===== config.mk =====
export PLATFORM = sky130hd
export DESIGN_NAME = fseq_frame_sequencer
export DESIGN_NICKNAME = d
export VERILOG_FILES = /design/src/rtl/fseq_pkg.sv /design/src/rtl/fseq_slot_engine.sv /design/src/rtl/fseq_serializer.sv /design/src/rtl/fseq_frame_sequencer.sv
export SDC_FILE = /design/constraint.sdc
export NUM_CORES = 1
export LEC_CHECK = 0
export ABC_CLOCK_PERIOD_IN_PS = 3100
export BUFFER_PORTS_ARGS = -buffer_cell sky130_fd_sc_hd__buf_2
export CORE_AREA = 10 10 107 109
export DETAILED_ROUTE_END_ITERATION = 10
export DIE_AREA = 0 0 117 119
export GPL_TIMING_DRIVEN = 0
export HOLD_SLACK_MARGIN = 0.12
export PLACE_DENSITY = 0.51
export SYNTH_ARGS = -nofsm -noshare
export SYNTH_HDL_FRONTEND = slang
export SYNTH_HIERARCHICAL = 1
export SYNTH_SLANG_ARGS = --single-unit
export TNS_END_PERCENT = 20

===== constraint.sdc =====
create_clock -name clk -period 3.1 [get_ports clk]
set_input_delay 0.31 -clock clk [delete_from_list [all_inputs] [get_ports clk]]
set_output_delay 0.31 -clock clk [all_outputs]
set_load 0.05 [all_outputs]

===== src/rtl/fseq_pkg.sv =====
package fseq_pkg;
  typedef enum logic [2:0] {
    CMD_NOP     = 3'b000,
    CMD_SHIFT   = 3'b010,
    CMD_CAPTURE = 3'b011,
    CMD_EMIT    = 3'b100,
    CMD_STOP    = 3'b110
  } drv_cmd_e;

  typedef enum logic [1:0] {
    SL_WAIT = 2'd0,
    SL_GATE = 2'd1,
    SL_DIS  = 2'd2,
    SL_FIRE = 2'd3
  } slot_step_e;
endpackage


===== src/rtl/fseq_slot_engine.sv =====
module fseq_slot_engine
  import fseq_pkg::*;
#(
  parameter int SLOTS   = 160,
  parameter int PWM_LEN = 1024,
  parameter int GS_LAT  = 2
) (
  input  logic                         clk,
  input  logic                         rst,
  input  logic                         start,
  input  logic [$clog2(SLOTS+1)-1:0]   level,
  output logic                         owns_bus,
  output logic [2:0]                   slot_cmd,
  output logic                         gs_run,
  output logic                         done
);
  localparam int PERIOD = PWM_LEN + GS_LAT + 3;
  localparam int TMR_W  = $clog2(PERIOD);
  localparam int IDX_W  = $clog2(SLOTS + 1);

  slot_step_e       step;
  logic [TMR_W-1:0] tmr;
  logic [IDX_W-1:0] sidx;
  logic [IDX_W-1:0] lvl;

  always_ff @(posedge clk) begin
    if (rst) begin
      step <= SL_WAIT;
      tmr  <= '0;
      sidx <= IDX_W'(SLOTS);
      lvl  <= '0;
    end else if (start) begin
      step <= SL_GATE;
      tmr  <= '0;
      sidx <= '0;
      lvl  <= level;
    end else begin
      case (step)
        SL_GATE: step <= SL_DIS;
        SL_DIS:  step <= SL_FIRE;
        SL_FIRE: begin
          step <= SL_WAIT;
          tmr  <= TMR_W'(PERIOD - 4);
          sidx <= sidx + 1'b1;
        end
        default: begin
          if (tmr != '0)
            tmr <= tmr - 1'b1;
          else if (sidx != IDX_W'(SLOTS))
            step <= SL_GATE;
        end
      endcase
    end
  end

  always_comb begin
    case (step)
      SL_DIS:  slot_cmd = CMD_STOP;
      SL_FIRE: slot_cmd = (sidx < lvl) ? CMD_EMIT : CMD_STOP;
      default: slot_cmd = CMD_NOP;
    endcase
  end

  assign owns_bus = (step != SL_WAIT);
  assign gs_run   = (step == SL_WAIT);
  assign done     = (step == SL_WAIT) && (tmr == '0) && (sidx == IDX_W'(SLOTS));
endmodule


===== src/rtl/fseq_serializer.sv =====
module fseq_serializer #(
  parameter int WORD_W = 10,
  parameter int WORDS  = 32
) (
  input  logic              clk,
  input  logic              rst,
  input  logic              start,
  input  logic              in_valid,
  input  logic [WORD_W-1:0] in_word,
  input  logic              take,
  output logic              in_ready,
  output logic              has_bit,
  output logic              head,
  output logic              drained
);
  localparam int BIT_W  = $clog2(WORD_W + 1);
  localparam int WCNT_W = $clog2(WORDS + 1);

  logic [WORD_W-1:0] sreg;
  logic [BIT_W-1:0]  bits_left;
  logic [WCNT_W-1:0] words_left;

  always_ff @(posedge clk) begin
    if (rst) begin
      sreg       <= '0;
      bits_left  <= '0;
      words_left <= '0;
    end else if (start) begin
      words_left <= WCNT_W'(WORDS);
    end else if (in_valid && in_ready) begin
      sreg       <= in_word;
      bits_left  <= BIT_W'(WORD_W);
      words_left <= words_left - 1'b1;
    end else if (take) begin
      sreg      <= {sreg[WORD_W-2:0], 1'b0};
      bits_left <= bits_left - 1'b1;
    end
  end

  assign in_ready = (bits_left == '0) && (words_left != '0);
  assign has_bit  = (bits_left != '0);
  assign head     = sreg[WORD_W-1];
  assign drained  = (bits_left == '0) && (words_left == '0);
endmodule


===== src/rtl/fseq_frame_sequencer.sv =====
module fseq_frame_sequencer
  import fseq_pkg::*;
#(
  parameter int WORD_W  = 10,
  parameter int WORDS   = 32,
  parameter int SLOTS   = 160,
  parameter int PWM_LEN = 1024,
  parameter int GS_LAT  = 2
) (
  input  logic                       clk,
  input  logic                       rst,
  input  logic                       frame_start,
  input  logic [$clog2(SLOTS+1)-1:0] level,
  input  logic                       in_valid,
  input  logic [WORD_W-1:0]          in_word,
  output logic                       in_ready,
  output logic                       busy,
  output logic [2:0]                 drv_cmd,
  output logic                       drv_sdata,
  output logic                       gs_clk_en
);
  logic       act;
  logic       start_acc, cap_go, shift_go;
  logic       eng_owns, eng_gs_run, eng_done;
  logic [2:0] eng_cmd;
  logic       ser_has_bit, ser_head, ser_drained;
  logic [2:0] cmd_n, cmd_q;
  logic       bit_q, sdata_q, gs_q, gs_n;

  assign start_acc = frame_start && !act;

  fseq_slot_engine #(
    .SLOTS(SLOTS), .PWM_LEN(PWM_LEN), .GS_LAT(GS_LAT)
  ) eng_i (
    .clk(clk), .rst(rst), .start(start_acc), .level(level),
    .owns_bus(eng_owns), .slot_cmd(eng_cmd), .gs_run(eng_gs_run), .done(eng_done)
  );

  fseq_serializer #(
    .WORD_W(WORD_W), .WORDS(WORDS)
  ) ser_i (
    .clk(clk), .rst(rst), .start(start_acc), .in_valid(in_valid), .in_word(in_word),
    .take(shift_go), .in_ready(in_ready), .has_bit(ser_has_bit), .head(ser_head),
    .drained(ser_drained)
  );

  // Slot commands win the bus; capture waits for slots, data and a gap after shifting.
  assign cap_go   = act && !eng_owns && eng_done && ser_drained && (cmd_q != CMD_SHIFT);
  assign shift_go = act && !eng_owns && !cap_go && ser_has_bit;

  always_comb begin
    if (act && eng_owns) cmd_n = eng_cmd;
    else if (cap_go)     cmd_n = CMD_CAPTURE;
    else if (shift_go)   cmd_n = CMD_SHIFT;
    else                 cmd_n = CMD_NOP;
    gs_n = act ? eng_gs_run : 1'b1;
  end

  always_ff @(posedge clk) begin
    if (rst) begin
      act     <= 1'b0;
      cmd_q   <= CMD_NOP;
      bit_q   <= 1'b0;
      sdata_q <= 1'b0;
      gs_q    <= 1'b1;
    end else begin
      if (start_acc)   act <= 1'b1;
      else if (cap_go) act <= 1'b0;
      cmd_q   <= cmd_n;
      bit_q   <= shift_go ? ser_head : 1'b0;
      sdata_q <= (cmd_q == CMD_SHIFT) ? bit_q : 1'b0;
      gs_q    <= gs_n;
    end
  end

  assign busy      = act;
  assign drv_cmd   = cmd_q;
  assign drv_sdata = sdata_q;
  assign gs_clk_en = gs_q;
endmodule


==> flow_summary.json, run 1 <==
{
  "place_congestion": 0.779,
  "leakagePower_nw": 1.39,
  "initial_utilization": 0.335,
  "core_region_area_sq_um": 9460,
  "pwr-share-seq": 0.296,
  "syn_area_per_cell_sq_um": 8.62,
  "power_frac_comb": 0.575,
  "first_global_vias": 2545,
  "wire_per_inst_microns": 14.0,
  "grt-ovfl-total": 0,
  "drc": 0,
  "number_of_max_slew_violations_in_the_final_report": 0,
  "ir_worst_vdd_mv": 0.727,
  "clock_path_buffers": 2,
  "run_status": "finished clean",
  "hold_viol_final": 0,
  "max-slew-margin-rel": 0.313,
  "grt_antenna_before_repair": 0,
  "fmax_mhz": 352,
  "detailedRoute.firstIterationViolations": 127,
  "design.portCount": 29,
  "firstDrtPassIters": 4,
  "nNetsFinal": 444,
  "share_of_final_layout_standard_cells_stronger_than_drive_strength_1": 0.178,
  "num_vias": 2652,
  "yosysTopAreaCellShare": 0.354,
  "worst_slack_ns": 0.257,
  "detailedPlace.worstSlack_ns": 0.0219,
  "power_w": 0.00373,
  "grt_setup_unrepaired": "no",
  "finalClockSkew_ns": 0.00974,
  "area_of_the_die_sq_um": 13900,
  "layout.cells.most_common_list": "56 x sky130_fd_sc_hd__dfxtp_1, 54 x sky130_fd_sc_hd__nor2_1, 34 x sky130_fd_sc_hd__inv_1, 31 x sky130_fd_sc_hd__buf_2, 19 x sky130_fd_sc_hd__ha_1",
  "tns_ns": 0,
  "ys_async_sr_fraction": 0,
  "cts_buffers": 5,
  "ys_top_cells_by_area": "sky130_fd_sc_hd__dfxtp_1 35%, sky130_fd_sc_hd__ha_1 7.5%, sky130_fd_sc_hd__nor2_1 6.4%, sky130_fd_sc_hd__inv_1 4.0%, sky130_fd_sc_hd__mux2i_1 3.2%",
  "cellPowerDensity_nw_per_um2": 1040,
  "postSynthCellCount": 367,
  "antenna_cells": 0,
  "crit_path_max_incr_delay_ns": 0.38,
  "critPathArrivalTime_ns": 3.05,
  "synthesized_cell_area_sq_um": 3160,
  "internal_power_w": 0.00205,
  "worstHoldPathType": "in -> reg",
  "layout_worst_path_cycle_share": 0.917,
  "clkSinkCount": 56,
  "tritoncts": "yes",
  "crit_required_ns": 3.31,
  "peak_fanout_along_the_critical_path": 10,
  "yosysUniqueCellTypes": 67,
  "timing.max_cap.violations": 0,
  "yosysSeqAreaShare": 0.354,
  "switching_power_share_of_the_total": 0.451,
  "std_cell_rows": 36,
  "synth_edf_count": 0,
  "ys_seq_elements": 56,
  "final_hpwl_dp_mm": 5.38,
  "finalWirelength_mm": 7.26,
  "synth.yosys.warnings": 6,
  "groute.usage.overall": 0.107,
  "worstMarginPinSlew_ns": 1.03,
  "clk_root_buffer_cell": "sky130_fd_sc_hd__clkbuf_8",
  "final-setup-viol-count": 0,
  "grt_first_pass_wirelength_mm": 12.2,
  "worst_path_cell_chain": "inv_1 -> ha_1 -> nor4b_4 -> and3_1 -> and3_1 -> nand4_4 -> and3_1 -> clkbuf_1 -> nand2_1 -> o21ai_0 -> mux2_2",
  "kind_of_critical_path": "reg -> reg",
  "clock_slew_seen_by_the_registers_of_the_worst_setup_and_hold_paths_ns": 0.10,
  "final_antenna_net_count": 0,
  "die_w_microns": 117,
  "layout.cells.most_common": "sky130_fd_sc_hd__dfxtp_1",
  "clock_latency_ns": 0.31,
  "timing.critical_path.mode_cell": "sky130_fd_sc_hd__and3_1",
  "height_of_the_chip_microns": 119,
  "htree_levels": 2,
  "placement.io_buffers": 28,
  "startpoint_type": "register",
  "final_critical_period_ns": 2.84,
  "cpMaxStageDelayCell": "sky130_fd_sc_hd__nor4b_4",
  "postLayoutCellArea_sq_um": 3570,
  "synth_top_cell_by_area": "sky130_fd_sc_hd__dfxtp_1",
  "netSwitchingPower_w": 0.00168,
  "grt_max_degree": 19,
  "synth-main-ff-cell": "sky130_fd_sc_hd__dfxtp_1",
  "syn_to_final_growth_pct": 12.9,
  "power_frac_clock": 0.129,
  "fin_hold_ws_ns": 0.231,
  "cts.hold.buffers_added": 0,
  "postPlaceCellArea_sq_um": 3450,
  "synthesized_nets": 408,
  "routed_via_density": 5.12,
  "crit_path_end_kind": "register"
}
## worst paths after layout
check	from	end	slack, ns	cells after the start
max	eng_i/tmr[0]$_SDFFE_PP0P_	ser_i/bits_left[1]$_SDFFE_PP0P_	0.26	11
min	level[2]	eng_i/lvl[2]$_SDFFE_PP0P_	0.23	3
max reg2reg	eng_i/tmr[0]$_SDFFE_PP0P_	ser_i/bits_left[1]$_SDFFE_PP0P_	0.26	11
min reg2reg	bit_q$_SDFF_PP0_	drv_sdata$_SDFF_PP0_	0.46	1
## metal layers
layer / global-route usage / share of wire / up-vias
met5: 0 / 0 / -
met4: 0.0325 / 0.010 / 0
met3: 0.0236 / 0.039 / 4
met2: 0.178 / 0.49 / 33
met1: 0.134 / 0.47 / 1242
li1: - / - / 1373
## cell type report
| cell class | count | area, sq um |
|---|---|---|
| multi-input combinational | 260 | 1840 |
| inverter | 34 | 128 |
| clock buffer | 6 | 72.6 |
| timing repair buffer | 29 | 148 |
| fill | 1021 | 5890 |
| tap | 114 | 143 |
| sequential | 56 | 1120 |
| clock inverter | 2 | 35.0 |
| buffer | 17 | 86.3 |
## worst max-delay path: cells and delay by family, from the launching register on
family | cells | cell delay [ns]
mux | 1 | 0.33
flops | 1 | 0.36
simple gates | 6 | 1.40
fa+ha+maj | 1 | 0.16
buf+inv | 2 | 0.36
compound gates | 1 | 0.13
## stage by stage
step	util	std cells
4_1_cts	0.376	517
3_5_place_dp	0.364	509
6_report	0.378	518
2_1_floorplan	-	367
3_3_place_gp	0.364	509
5_1_grt	0.378	518
## flip-flops by register name, indices dropped and copies added (netlist names)
register          count
bit_q                 1
busy                  1
drv_cmd               3
drv_sdata             1
eng_i/lvl             8
eng_i/sidx            8
eng_i/step            2
eng_i/tmr            11
gs_clk_en             1
ser_i/bits_left       4
ser_i/sreg           10
ser_i/words_left      6
## cell families (layout without fill, tap and decap cells)
group	after synthesis	after routing	share of synthesized area
AND/OR/NAND/NOR	138	138	0.238
AO/OA/AOI/OAI	79	79	0.194
flip-flops	56	56	0.354
buffers and inverters	51	88	0.0676
adder cells (fa/ha/maj)	19	19	0.0751
multiplexers	12	12	0.0388
XOR/XNOR	11	11	0.0304
other	1	1	0.00119
## synth_stat cells, types with 3 or more instances
cell	n
sky130_fd_sc_hd__buf_2	3
sky130_fd_sc_hd__o21ai_0	10
sky130_fd_sc_hd__or2_2	3
sky130_fd_sc_hd__xor2_1	9
sky130_fd_sc_hd__nor3_1	16
sky130_fd_sc_hd__a31oi_1	9
sky130_fd_sc_hd__nand2b_1	3
sky130_fd_sc_hd__ha_1	19
sky130_fd_sc_hd__nand2_1	14
sky130_fd_sc_hd__or3_1	4
sky130_fd_sc_hd__inv_1	34
sky130_fd_sc_hd__and3_1	5
sky130_fd_sc_hd__clkbuf_1	10
sky130_fd_sc_hd__a21o_1	4
sky130_fd_sc_hd__a2111oi_0	4
sky130_fd_sc_hd__o211ai_1	4
sky130_fd_sc_hd__mux2i_1	10
sky130_fd_sc_hd__o21ai_1	3
sky130_fd_sc_hd__nor2b_1	3
sky130_fd_sc_hd__nand4_1	5
sky130_fd_sc_hd__dfxtp_1	56
sky130_fd_sc_hd__nor3b_1	3
sky130_fd_sc_hd__a2111oi_2	4
sky130_fd_sc_hd__nor2_1	54
sky130_fd_sc_hd__a21oi_1	17
sky130_fd_sc_hd__nand3_1	10
## power by group through the flow
stage	clock (W)	sequential, W	combinational, W
after floorplan	0	0.00111	0.00170
after global placement	0	0.00111	0.00211
after detailed placement	0	0.00112	0.00212
after CTS	0.000502	0.00111	0.00213
after global routing	0.000526	0.00114	0.00240
final	0.000480	0.00111	0.00215
## timing repair
action | CTS | global route
pin swaps | 0 | 0
resized for setup | 1 | 1
buffers inserted | 0 | 1
cloned | 0 | 0
endpoints found under the setup margin | 1 | 7
Power figures use the tool's default switching activity.
==> run 2, diff against run 1 <==
==> constraint.sdc (replaced) <==
create_clock -name clk -period 3.1 [get_ports clk]
set_input_delay 0.155 -clock clk [delete_from_list [all_inputs] [get_ports clk]]
set_output_delay 0.155 -clock clk [all_outputs]
set_load 0.05 [all_outputs]
==> run 2 against run 1 <==
  * Critical path depth stayed put
  * Critical path type unchanged
  * Largest power group unchanged
  * Clock-buffer cell count stayed put
  * Non-clock buffer count is 9 higher
  * Sequential share of layout area is 0.77 points lower
  * Register-to-register slack hardly changed
  * Fmax is 0.11% lower
  * Final cell count is 1.7% higher
  * Clock power hardly changed
  * Die area stayed put
  * Via count is 1.2% higher
  * Cell area is 2.5% higher
  * Worst hold slack worse by 0.098 ns
==> flow_summary.json, run 2 (synthesis gave the netlist of run 1 again) <==
{
  "final-setup-viol-count": 0,
  "path_buf_inv": 2,
  "crit_path_end_kind": "register",
  "startpoint_type": "register",
  "share_of_final_layout_standard_cells_stronger_than_drive_strength_1": 0.174,
  "finalWirelength_mm": 7.33,
  "crit_required_ns": 3.31,
  "worst_path_cell_chain": "inv_1 -> ha_1 -> nor4b_4 -> and3_1 -> and3_1 -> nand4_4 -> and3_1 -> clkbuf_1 -> nand2_1 -> o21ai_0 -> mux2_2",
  "routed_via_density": 5.09,
  "max-slew-margin-rel": 0.313,
  "tns_ns": 0,
  "firstDrtPassIters": 4,
  "grt_setup_unrepaired": "no",
  "clock_latency_ns": 0.31,
  "final_hpwl_dp_mm": 5.38,
  "final_antenna_net_count": 0,
  "htree_levels": 2,
  "placement.io_buffers": 28,
  "kind_of_critical_path": "reg -> reg",
  "num_vias": 2683,
  "number_of_max_slew_violations_in_the_final_report": 0,
  "grt_max_degree": 19,
  "wire_per_inst_microns": 13.9,
  "nNetsFinal": 453,
  "height_of_the_chip_microns": 119,
  "largest_register": "eng_i/tmr",
  "clkSinkCount": 56,
  "peak_fanout_along_the_critical_path": 10,
  "layout.cells.most_common_list": "56 x sky130_fd_sc_hd__dfxtp_1, 54 x sky130_fd_sc_hd__nor2_1, 34 x sky130_fd_sc_hd__inv_1, 31 x sky130_fd_sc_hd__buf_2, 19 x sky130_fd_sc_hd__ha_1",
  "run_status": "finished clean",
  "crit_path_max_incr_delay_ns": 0.38,
  "first_global_vias": 2591,
  "detailedRoute.firstIterationViolations": 121,
  "worstHoldPathType": "in -> reg",
  "std_cell_rows": 36,
  "leakagePower_nw": 1.43,
  "final_critical_period_ns": 2.85,
  "timing.max_cap.violations": 0,
  "finalClockSkew_ns": 0.00930,
  "layout_worst_path_cycle_share": 0.918,
  "clock_slew_seen_by_the_registers_of_the_worst_setup_and_hold_paths_ns": 0.10,
  "grt-ovfl-total": 0,
  "critPathArrivalTime_ns": 3.05,
  "clock_path_buffers": 2,
  "largest_register_ffs": 11,
  "tritoncts": "yes",
  "power_w": 0.00374,
  "grt_antenna_before_repair": 0,
  "timing.critical_path.mode_cell": "sky130_fd_sc_hd__and3_1",
  "syn_to_final_growth_pct": 15.8,
  "cts_buffers": 5,
  "layout.cells.most_common": "sky130_fd_sc_hd__dfxtp_1",
  "drc": 0,
  "core_region_area_sq_um": 9460,
  "cellPowerDensity_nw_per_um2": 1020,
  "place_congestion": 0.779,
  "grt_first_pass_wirelength_mm": 12.4,
  "initial_utilization": 0.335,
  "largest_registers": "eng_i/tmr: 11 flops, ser_i/sreg: 10 flops",
  "clk_root_buffer_cell": "sky130_fd_sc_hd__clkbuf_8",
  "groute.usage.overall": 0.109,
  "antenna_cells": 0,
  "area_of_the_die_sq_um": 13900,
  "timing.critical_path.max_delay_family": "simple AND/OR/NAND/NOR gates",
  "worstMarginPinSlew_ns": 1.03,
  "design.portCount": 29,
  "fmax_mhz": 351,
  "hold_viol_final": 0,
  "ir_worst_vdd_mv": 0.729,
  "cpMaxStageDelayCell": "sky130_fd_sc_hd__nor4b_4",
  "die_w_microns": 117
}
-- run 2: through the flow --
stage,setup slack (ns),utilization,std cells,hold slack (ns),cell area [sq um]
2_1_floorplan,0.638,-,367,0.220,3160
3_3_place_gp,0.0110,0.364,509,0.392,3450
3_5_place_dp,0.0219,0.364,509,0.397,3450
4_1_cts,0.129,0.386,526,0.125,3650
5_1_grt,0.0146,0.387,527,0.190,3660
6_report,0.254,0.387,527,0.133,3660
-- run 2: worst register-to-register path: cells and delay by family, from the launching register on --
family | cells | cell delay (ns)
AOI/OAI and AO/OA | 1 | 0.13
adders and majority gates | 1 | 0.16
buffers and inverters | 2 | 0.36
DFF | 1 | 0.36
muxes | 1 | 0.33
and+or+nand+nor | 6 | 1.41
-- run 2: final cells by class --
type	count	area [sq um]
fillers	1012	5800
multi-input cells	260	1840
flip-flops and latches	56	1120
repair buffers	38	238
well taps	114	143
inverters	34	128
plain buffers	17	86.3
clock buffers	6	72.6
clock inverters	2	35.0
-- run 2: report_power, final --
| group | switching, W | internal [W] | total (W) |
|---|---|---|---|
| sequential | 0.000188 | 0.000918 | 0.00111 |
| clock | 0.000240 | 0.000240 | 0.000481 |
| combinational | 0.00126 | 0.000900 | 0.00216 |
| total | 0.00169 | 0.00206 | 0.00374 |
-- run 2: final timing paths --
kind	startpoint	endpoint	slack [ns]	cells past startpoint
hold / removal	in_word[9]	ser_i/sreg[9]$_SDFFE_PP0P_	0.13	3
setup reg to reg	eng_i/tmr[0]$_SDFFE_PP0P_	ser_i/bits_left[1]$_SDFFE_PP0P_	0.25	11
hold reg to reg	bit_q$_SDFF_PP0_	drv_sdata$_SDFF_PP0_	0.46	1
setup / recovery	eng_i/tmr[0]$_SDFFE_PP0P_	ser_i/bits_left[1]$_SDFFE_PP0P_	0.25	11
-- run 2: timing repair --
action / in CTS / in global routing
buffers inserted: 0 / 1
gates resized for setup: 1 / 1
hold buffers: 9 / 0
endpoints found under the hold margin: 9 / 0
endpoints found under the setup margin: 1 / 7
-- run 2: per-layer routing --
metal	GRT usage	wire, microns	part of all wire
met1	0.134	3460	0.47
met2	0.183	3550	0.48
met3	0.0241	248	0.034
met4	0.0325	74	0.010
met5	0	0	0
==> run 3, diff against run 2 <==
--- a/config.mk
+++ b/config.mk
@@ -13,6 +13,7 @@
 export GPL_TIMING_DRIVEN = 0
 export HOLD_SLACK_MARGIN = 0.12
 export PLACE_DENSITY = 0.51
+export RECOVER_POWER = 50
 export SYNTH_ARGS = -nofsm -noshare
 export SYNTH_HDL_FRONTEND = slang
 export SYNTH_HIERARCHICAL = 1
==> run 3 against run 2 <==
  * Clock skew is essentially flat
  * First-iteration DRC count unchanged
  * Cell area decreased by 1.0%
  * Clock-buffer cell count stayed put
  * Global-route usage unchanged
  * Wire length rose by 0.41%
  * Clock power barely moved
  * Flip-flop and latch count stayed put
  * Critical path type unchanged
==> flow_summary.json, run 3 (synthesis gave the netlist of run 1 again) <==
{
  "syn_to_final_growth_pct": 14.6,
  "crit_path_from": "eng_i/tmr[0]$_SDFFE_PP0P_",
  "clk_root_buffer_cell": "sky130_fd_sc_hd__clkbuf_8",
  "largest_register_ffs": 11,
  "grt-ovfl-total": 0,
  "largest_registers": "eng_i/tmr: 11 flops, ser_i/sreg: 10 flops",
  "dpl.cell_count": 509,
  "final-setup-viol-count": 0,
  "instances_no_fill": 527,
  "routed_via_density": 5.06,
  "layout.cells.most_common": "sky130_fd_sc_hd__dfxtp_1",
  "grt_antenna_before_repair": 0,
  "hold_viol_final": 0,
  "layout_worst_path_cycle_share": 0.908,
  "firstDrtPassIters": 4,
  "initial_utilization": 0.335,
  "num_vias": 2668,
  "worst_slack_ns": 0.286,
  "fmax_mhz": 355,
  "r2r_setup_slack_ns": 0.29,
  "final_critical_period_ns": 2.81,
  "std_cell_rows": 36,
  "tns_ns": 0,
  "drc": 0,
  "crit_path_max_incr_delay_ns": 0.36,
  "finalWirelength_mm": 7.36,
  "design.portCount": 29,
  "regToRegStartpoint": "eng_i/tmr[0]$_SDFFE_PP0P_",
  "ir_worst_vdd_mv": 0.722,
  "kind_of_critical_path": "reg -> reg",
  "first_global_vias": 2591,
  "layout.cells.most_common_list": "56 x sky130_fd_sc_hd__dfxtp_1, 54 x sky130_fd_sc_hd__nor2_1, 34 x sky130_fd_sc_hd__inv_1, 23 x sky130_fd_sc_hd__buf_2, 20 x sky130_fd_sc_hd__clkbuf_1",
  "startpoint_type": "register",
  "nNetsFinal": 453,
  "crit_required_ns": 3.31,
  "antenna_cells": 0,
  "wire_per_inst_microns": 14.0,
  "capturing_instance_or_port_of_the_critical_path": "ser_i/bits_left[1]$_SDFFE_PP0P_",
  "peak_fanout_along_the_critical_path": 10,
  "cpMaxStageDelayCell": "sky130_fd_sc_hd__dfxtp_1",
  "tritoncts": "yes",
  "timing.critical_path.mode_cell": "sky130_fd_sc_hd__and3_1",
  "die_w_microns": 117,
  "height_of_the_chip_microns": 119,
  "critical_path.reg2reg.endpoint": "ser_i/bits_left[1]$_SDFFE_PP0P_",
  "clkSinkCount": 56,
  "grt_max_degree": 19,
  "clock_path_buffers": 2,
  "run_status": "finished clean",
  "largest_register": "eng_i/tmr",
  "max-slew-margin-rel": 0.323,
  "place_congestion": 0.779,
  "finalClockSkew_ns": 0.00934,
  "grt_setup_unrepaired": "no",
  "area_of_the_die_sq_um": 13900,
  "placement.io_buffers": 28,
  "worstMarginPinSlew_ns": 1.01,
  "timing.max_cap.violations": 0,
  "leakagePower_nw": 1.40,
  "final_antenna_net_count": 0,
  "cts_buffers": 5,
  "worst_path_cell_chain": "inv_1 -> ha_1 -> nor4b_4 -> and3_1 -> and3_1 -> nand4_4 -> and3_1 -> clkbuf_1 -> nand2_1 -> o21ai_0 -> mux2_2",
  "htree_levels": 2,
  "hold_depth": 3,
  "number_of_max_slew_violations_in_the_final_report": 0,
  "detailedRoute.firstIterationViolations": 121,
  "clock_latency_ns": 0.31,
  "clock_slew_seen_by_the_registers_of_the_worst_setup_and_hold_paths_ns": 0.10,
  "core_region_area_sq_um": 9460,
  "groute.usage.overall": 0.109,
  "crit_path_end_kind": "register",
  "cellPowerDensity_nw_per_um2": 1020,
  "worstHoldPathType": "in -> reg",
  "critPathArrivalTime_ns": 3.02,
  "detailedPlace.worstSlack_ns": 0.0219,
  "grt_first_pass_wirelength_mm": 12.4,
  "worst-r2r-cell-count": 11,
  "share_of_final_layout_standard_cells_stronger_than_drive_strength_1": 0.143,
  "final_hpwl_dp_mm": 5.38
}
[run 3: cell types whose count changed in the layout (fill, tap and decap cells not counted), sizes merged]
cell and delta:
buf -9, clkbuf +9
[run 3: critical path: cells and delay by family, from the launching register on]
kind / cells / cell delay (ns)
AOI/OAI and AO/OA: 1 / 0.13
adders and majority gates: 1 / 0.16
buffers and inverters: 2 / 0.36
DFF: 1 / 0.36
muxes: 1 / 0.33
and+or+nand+nor: 6 / 1.38
[run 3: worst min path at each step]
stage	start	endpoint	slack, ns
after global placement	level[7]	eng_i/lvl[7]$_SDFFE_PP0P_	0.39
after detailed placement	level[2]	eng_i/lvl[2]$_SDFFE_PP0P_	0.40
after CTS	in_word[9]	ser_i/sreg[9]$_SDFFE_PP0P_	0.13
after floorplan	rst	drv_cmd[1]$_SDFF_PP0_	0.22
final	in_word[9]	ser_i/sreg[9]$_SDFFE_PP0P_	0.13
after global routing	in_word[9]	ser_i/sreg[9]$_SDFFE_PP0P_	0.19
[run 3: layout make-up]
type | instances | area [sq um]
buffer | 17 | 85.1
clock buffer | 6 | 72.6
clock inverter | 2 | 35.0
fill | 1019 | 5830
inverter | 34 | 128
multi-input combinational | 260 | 1810
sequential | 56 | 1120
tap | 114 | 143
timing repair buffer | 38 | 229
[run 3: where the power goes]
group	internal, W	switching, W	total, W	leakage (nW)
logic	0.000864	0.00123	0.00210	0.884
registers	0.000918	0.000187	0.00111	0.458
clock network	0.000241	0.000242	0.000482	0.0552
total	0.00202	0.00166	0.00369	1.40
[run 3: per-stage QoR]
step           hold WS (ns)   util  instance area (sq um)  power (W)
2_1_floorplan         0.220      -                   3160    0.00281
3_3_place_gp          0.392  0.364                   3450    0.00322
3_5_place_dp          0.397  0.364                   3450    0.00324
4_1_cts               0.125  0.386                   3650    0.00375
5_1_grt               0.190  0.383                   3630    0.00402
6_report              0.133  0.383                   3630    0.00369
[run 3: timing repair]
action | in CTS | in global routing
hold buffers | 9 | 0
endpoints found under the setup margin | 1 | 7
setup buffers | 0 | 1
gates resized for setup | 1 | 1
hold endpoints to repair | 9 | 0
[run 3: per-layer routing]
| layer | track usage | routed length (microns) | vias to the layer above |
|---|---|---|---|
| met5 | 0 | 0 | - |
| met1 | 0.134 | 3470 | 1244 |
| met2 | 0.183 | 3560 | 27 |
| met4 | 0.0325 | 82 | 0 |
| li1 | - | - | 1392 |
| met3 | 0.0241 | 235 | 5 |
